==> src/rtl/ct_pkg.sv <==
package ct_pkg;
  parameter int BUS_W   = 32;
  parameter int DIV_W   = 8;
  localparam int CNT_W  = 2 * BUS_W;

  localparam logic [BUS_W-1:0] OFS_CNT_LO = 32'h00;
  localparam logic [BUS_W-1:0] OFS_CNT_HI = 32'h04;
  localparam logic [BUS_W-1:0] OFS_CTRL   = 32'h08;
  localparam logic [BUS_W-1:0] OFS_STAT   = 32'h0C;
  localparam logic [BUS_W-1:0] OFS_CMP_LO = 32'h10;
  localparam logic [BUS_W-1:0] OFS_CMP_HI = 32'h14;
  localparam logic [BUS_W-1:0] OFS_STEP   = 32'h18;

  // Control word, LSB last: run is bit 0, divider occupies 15:8.
  typedef struct packed {
    logic [DIV_W-1:0] div;
    logic [3:0]       rsvd;
    logic             rearm;
    logic             irq_en;
    logic             cmp_en;
    logic             run;
  } ctl_t;

  localparam int CTL_W = $bits(ctl_t);
endpackage

==> src/rtl/ct_prescaler.sv <==
module ct_prescaler #(
  parameter int W = 8
) (
  input  logic         clk,
  input  logic         rst,
  input  logic         run,
  input  logic [W-1:0] div,
  output logic         tick
);
  logic [W-1:0] phase_q;

  assign tick = run && (phase_q >= div);

  always_ff @(posedge clk) begin
    if (rst)        phase_q <= '0;
    else if (!run)  phase_q <= '0;
    else if (tick)  phase_q <= '0;
    else            phase_q <= phase_q + 1'b1;
  end

  // After a tick, another follows at once only for a divider of zero.
  assert_tick_gap_R2: assert property (@(posedge clk) disable iff (rst)
    tick |=> (!tick || div == '0));
endmodule

==> src/rtl/ct_compare.sv <==
module ct_compare #(
  parameter int CW = 64,
  parameter int SW = 32
) (
  input  logic          clk,
  input  logic          rst,
  input  logic          cmp_en,
  input  logic          rearm,
  input  logic [CW-1:0] count,
  input  logic          wr_lo,
  input  logic          wr_hi,
  input  logic [CW/2-1:0] wdata,
  input  logic [SW-1:0] step,
  input  logic          clr,
  output logic [CW-1:0] cmp,
  output logic          raw
);
  localparam int HW = CW / 2;

  logic [CW-1:0] cmp_q;
  logic          raw_q;
  logic          match;

  assign match = cmp_en && (count >= cmp_q);

  always_ff @(posedge clk) begin
    if (rst)                   cmp_q <= '0;
    else if (wr_lo)            cmp_q[HW-1:0]  <= wdata;
    else if (wr_hi)            cmp_q[CW-1:HW] <= wdata;
    else if (match && rearm)   cmp_q <= cmp_q + CW'(step);
  end

  always_ff @(posedge clk) begin
    if (rst)        raw_q <= 1'b0;
    else if (match) raw_q <= 1'b1;
    else if (clr)   raw_q <= 1'b0;
  end

  assign cmp = cmp_q;
  assign raw = raw_q;

  assert_match_sets_R5: assert property (@(posedge clk) disable iff (rst)
    match |=> raw_q);

  assert_clear_R7: assert property (@(posedge clk) disable iff (rst)
    (clr && !match) |=> !raw_q);

  assert_rearm_step_R8: assert property (@(posedge clk) disable iff (rst)
    (match && rearm && !wr_lo && !wr_hi) |=>
      (cmp_q == $past(cmp_q) + CW'($past(step))));

  assert_cmp_hold_R8: assert property (@(posedge clk) disable iff (rst)
    (!(match && rearm) && !wr_lo && !wr_hi) |=> $stable(cmp_q));
endmodule

==> src/rtl/cmp_timer.sv <==
module cmp_timer
  import ct_pkg::*;
(
  input  logic             clk,
  input  logic             rst,
  input  logic [BUS_W-1:0] addr,
  input  logic             wr_en,
  input  logic [BUS_W-1:0] wr_data,
  input  logic             rd_en,
  output logic [BUS_W-1:0] rd_data,
  output logic             irq
);
  ctl_t             ctl_q;
  logic [CNT_W-1:0] cnt_q;
  logic [BUS_W-1:0] step_q;
  logic [CNT_W-1:0] cmp_w;
  logic             raw_w;
  logic             tick;

  logic hit_cnt_lo, hit_cnt_hi, hit_ctrl, hit_stat, hit_cmp_lo, hit_cmp_hi, hit_step;

  assign hit_cnt_lo = (addr == OFS_CNT_LO);
  assign hit_cnt_hi = (addr == OFS_CNT_HI);
  assign hit_ctrl   = (addr == OFS_CTRL);
  assign hit_stat   = (addr == OFS_STAT);
  assign hit_cmp_lo = (addr == OFS_CMP_LO);
  assign hit_cmp_hi = (addr == OFS_CMP_HI);
  assign hit_step   = (addr == OFS_STEP);

  ct_prescaler #(.W(DIV_W)) u_div (
    .clk  (clk),
    .rst  (rst),
    .run  (ctl_q.run),
    .div  (ctl_q.div),
    .tick (tick)
  );

  ct_compare #(.CW(CNT_W), .SW(BUS_W)) u_cmp (
    .clk    (clk),
    .rst    (rst),
    .cmp_en (ctl_q.cmp_en),
    .rearm  (ctl_q.rearm),
    .count  (cnt_q),
    .wr_lo  (wr_en && hit_cmp_lo),
    .wr_hi  (wr_en && hit_cmp_hi),
    .wdata  (wr_data),
    .step   (step_q),
    .clr    (wr_en && hit_stat && wr_data[0]),
    .cmp    (cmp_w),
    .raw    (raw_w)
  );

  always_ff @(posedge clk) begin
    if (rst) begin
      ctl_q <= '0;
    end else if (wr_en && hit_ctrl) begin
      ctl_q      <= ctl_t'(wr_data[CTL_W-1:0]);
      ctl_q.rsvd <= '0;
    end
  end

  always_ff @(posedge clk) begin
    if (rst)                     step_q <= '0;
    else if (wr_en && hit_step)  step_q <= wr_data;
  end

  always_ff @(posedge clk) begin
    if (rst)                        cnt_q <= '0;
    else if (wr_en && hit_cnt_lo)   cnt_q[BUS_W-1:0]     <= wr_data;
    else if (wr_en && hit_cnt_hi)   cnt_q[CNT_W-1:BUS_W] <= wr_data;
    else if (tick)                  cnt_q <= cnt_q + 1'b1;
  end

  always_comb begin
    rd_data = '0;
    if (rd_en) begin
      case (1'b1)
        hit_cnt_lo: rd_data = cnt_q[BUS_W-1:0];
        hit_cnt_hi: rd_data = cnt_q[CNT_W-1:BUS_W];
        hit_ctrl:   rd_data = BUS_W'(ctl_q);
        hit_stat:   rd_data = BUS_W'(raw_w);
        hit_cmp_lo: rd_data = cmp_w[BUS_W-1:0];
        hit_cmp_hi: rd_data = cmp_w[CNT_W-1:BUS_W];
        hit_step:   rd_data = step_q;
        default:    rd_data = '0;
      endcase
    end
  end

  assign irq = ctl_q.irq_en && raw_w;

  assert_cnt_hold_R2: assert property (@(posedge clk) disable iff (rst)
    (!ctl_q.run && !(wr_en && (hit_cnt_lo || hit_cnt_hi))) |=> $stable(cnt_q));

  assert_rsvd_zero_R4: assert property (@(posedge clk) disable iff (rst)
    (rd_en && hit_ctrl) |-> (rd_data[7:4] == 4'h0 && rd_data[BUS_W-1:CTL_W] == '0));

  assert_undecoded_R9: assert property (@(posedge clk) disable iff (rst)
    (rd_en && addr >= 32'h1C) |-> (rd_data == '0));
endmodule

==> config.mk <==
export PLATFORM = sky130hd
export DESIGN_NAME = cmp_timer
export DESIGN_NICKNAME = d
export VERILOG_FILES = /design/src/rtl/ct_pkg.sv /design/src/rtl/ct_prescaler.sv /design/src/rtl/ct_compare.sv /design/src/rtl/cmp_timer.sv
export SDC_FILE = /design/constraint.sdc
export NUM_CORES = 1
export LEC_CHECK = 0
export BUFFER_PORTS_ARGS = -buffer_cell sky130_fd_sc_hd__buf_2
export CORE_MARGIN = 1.5
export CORE_UTILIZATION = 33
export CTS_CLUSTER_SIZE = 14
export DETAILED_ROUTE_END_ITERATION = 7
export GPL_TIMING_DRIVEN = 0
export MAX_ROUTING_LAYER = met4
export SLEW_MARGIN = 20
export SYNTH_ARGS = -nofsm -noshare
export SYNTH_HDL_FRONTEND = slang
export SYNTH_SLANG_ARGS = --single-unit
==> constraint.sdc <==
create_clock -name clk -period 3.9 [get_ports clk]
set_input_delay 0.195 -clock clk [delete_from_list [all_inputs] [get_ports clk]]
set_output_delay 0.195 -clock clk [all_outputs]
set_load 0.05 [all_outputs]
==> impl_metrics.yaml <==
sta:
  slew_violations: 0
  rsz0062_at_grt: "false"
  hold_viol: 0
  fmax_mhz: 257.5
  finalCritPeriodShare: 0.9956
  relSlewSlack: 0.2259
  fin_crit_ps: 3883
  setup_viol: 0
  tightest_slew_ps: 1151
  tns_ps: 0
  fin_skew_ps: 12.64
detailed_routing:
  drt_iter0_markers: 2127
  routed-via-count: 15997
  final_antenna_net_count: 0
  drt_wl_total_um: 70190
  first_pass_iters: 7
  via_per_inst: 6.208
  remaining_drc_errors: 0
  avgRoutedWirePerCell_um: 27.24
global_route:
  grt_antenna_before_repair: 2
  grt_max_degree: 17
  grt_remaining_overflow: 0
  grtUsageTotal: 0.3244
  grt_pass1_vias: 15188
  grt_pass1_wl_um: 100700
synth:
  synth_fa_ha_area_frac: 0.09600
  synthCells: 1904
  yosysUniqueCellTypes: 79
  ys_ff_latch: 181
  synth_simple_gate_area_frac: 0.2347
  synth.area.mux_share: 0.03212
  ys_seq_area_frac: 0.2584
  synth_top_family_by_area: "compound AO/OA/AOI/OAI gates"
  syn_area_um2: 14020
  syn_nets: 2079
  synth_compound_area_frac: 0.2824
  yosysWarnings: 0
  syn_area_per_cell_um2: 7.365
  synth_xor_area_frac: 0.03622
  synth_edf_count: 0
  ys.flop_type: "dfxtp_1"
  async_flop_share: 0
clock_tree:
  clock_path_buffers: 2
  cts_root_buf: "clkbuf_16"
  clk_pin_slew_ps: 70
  clk_latency_ps: 470
  cts_tree: "yes"
  cts_num_sinks: 181
  cts_hold_buf: 0
  htree_levels: 4
  cts_buffers: 17
place:
  detailed_place_hpwl_um: 55150
  gp_congestion: 1.054
  dp_cells: 2540
  portBuffers: 97
final_layout:
  syn_to_final_growth_pct: 13.89
  nets: 2199
  drive_above_1_share: 0.08747
  fill_cells: 4426
  post-route-util: 0.3808
  final_cells: 2577
floorplan:
  coreArea_um2: 41950
  start_util: 0.3343
  ios: 101
  die_y_um: 209.1
  die_x_um: 209.1
  rows: 75
  die_area_um2: 43740
critical_path:
  end_kind: "flop"
  cp_max_fo: 10
  slowest_delay_ps: 620
  cp_data_arrival_time_ps: 4270
  critPathKind: "flop to flop"
  crit_path_cell_trace: "inv_1 > ha_1 > nand4_1 > nor3_1 > and3_2 > and3_1 > a221oi_2 > a21oi_4 > nand3_1 > buf_4 > or4_1 > a31oi_1"
  crit_path_start_kind: "flop"
  required_ps: 4280
  cp_slowest_cell: "dfxtp_1"
hold_path:
  min_path_type: "primary input to flop"
flow_run:
  drv_cap: 0
power:
  peakVddDrop_mv: 0.3129
  leakage_nw: 5.842
  power_density_nw_per_um2: 256.2
run_status:
  outcome: "complete, no violations"
-- sequential cells by signal, indices dropped and copies added, names as in the netlist --
name / count
u_div.phase_q: 8
u_cmp.raw: 1
ctl_q: 12
step_q: 32
u_cmp.cmp: 64
cnt_q: 64
-- path summary, 6_finish.rpt --
kind	start	to	slack, ps	depth (start not counted)
setup / recovery	u_cmp.cmp[37]	u_cmp.cmp[58]	20	12
hold / removal	wr_data[16]	step_q[16]	80	3
hold reg to reg	step_q[17]	step_q[17]	480	2
setup reg to reg	u_cmp.cmp[37]	u_cmp.cmp[58]	20	12
-- power breakdown --
part	internal (mW)	leakage [nW]	switching (mW)	total [mW]
registers	1.85	1.46	0.00000000137	1.85
clock network	1.18	0.313	0.842	2.03
logic	0.0455	4.07	0.174	0.220
total	3.08	5.84	1.02	4.09
-- cell usage after synthesis, types with 12 or more instances --
cell | number | area share
nand2_1 | 214 | 0.057
a21o_1 | 28 | 0.015
o211ai_1 | 19 | 0.010
a311oi_1 | 12 | 0.0075
a21oi_1 | 214 | 0.076
nor2b_1 | 25 | 0.011
o21ai_0 | 96 | 0.034
a22oi_1 | 25 | 0.013
dfxtp_1 | 181 | 0.26
and3_1 | 35 | 0.016
or3_1 | 21 | 0.0094
and2_1 | 24 | 0.011
xnor2_1 | 37 | 0.023
a222oi_1 | 15 | 0.011
inv_1 | 92 | 0.025
ha_1 | 106 | 0.095
nor2_1 | 146 | 0.039
clkbuf_1 | 114 | 0.031
nand3_1 | 72 | 0.026
xor2_1 | 21 | 0.013
o22ai_1 | 17 | 0.0076
mux2i_1 | 45 | 0.032
a31oi_1 | 32 | 0.014
nor4_1 | 16 | 0.0071
nor3_1 | 37 | 0.013
nand4_1 | 45 | 0.020
a211oi_1 | 71 | 0.038
-- metal layers --
metal,vias up,routed length [um],GRT usage
li1,7286,-,-
met4,0,3747,0.1797
met3,188,6069,0.04854
met1,7654,29170,0.4081
met2,869,31210,0.4984
met5,-,0,-
-- repair_timing --
action | 4_1_cts | 5_1_grt
buffers inserted | 4 | 2
resized for setup | 11 | 23
pin swaps | 2 | 6
endpoints found under the setup margin | 67 | 53
endpoints found under the hold margin | 0 | 0
-- final cells by class --
cell class / count / area [um^2] / area share
Tap cell: 539 / 674.4 / 0.04222
Multi-Input combinational cell: 1503 / 9633 / 0.6031
Sequential cell: 181 / 3630 / 0.2273
Inverter: 93 / 349.1 / 0.02186
Clock buffer: 22 / 474.2 / 0.02969
Buffer: 125 / 501.7 / 0.03141
Antenna cell: 3 / 7.507 / 0.0004700
Clock inverter: 8 / 171.4 / 0.01073
Timing Repair Buffer: 103 / 530.5 / 0.03322
-- critical path, delay by kind of cell, from the launching register on --
kind                       cells  cell delay, ps
AOI/OAI and AO/OA              3             620
adders and majority gates      1             340
buffers and inverters          2             520
DFF                            1             620
and+or+nand+nor                6            1680
-- stage by stage --
step	hold slack, ps	total power [mW]	setup WS, ps	area [um^2]
finish	75.23	4.092	17.22	15970
global route	82.81	4.151	7.490	15970
CTS	49.73	4.082	7.004	15920
detailed placement	472.7	2.099	-658.9	15200
global placement	464.3	2.099	-660.6	15180
floorplan	319.2	1.950	579.9	14020
-- cells by family (layout without fill, tap and decap cells) --
kind of cell / after synthesis / after routing
AOI/OAI and AO/OA: 617 / 617
xor gates and xnor gates: 58 / 58
adders and majority gates: 107 / 107
buffers and inverters: 220 / 351
DFF: 181 / 181
muxes: 45 / 45
other: 0 / 3
and+or+nand+nor: 676 / 676
-- cells in the final DEF (no fill, tap or decap), types with 36 or more instances in the layout --
master    count
buf_2       104
nand2_1     214
nand4_1      45
clkbuf_1    104
mux2i_1      45
ha_1        105
dfxtp_1     178
inv_1        92
nor3_1       36
nand3_1      72
o21ai_0      96
xnor2_1      37
a21oi_1     214
a211oi_1     70
nor2_1      145
Power figures use the tool's default switching activity.
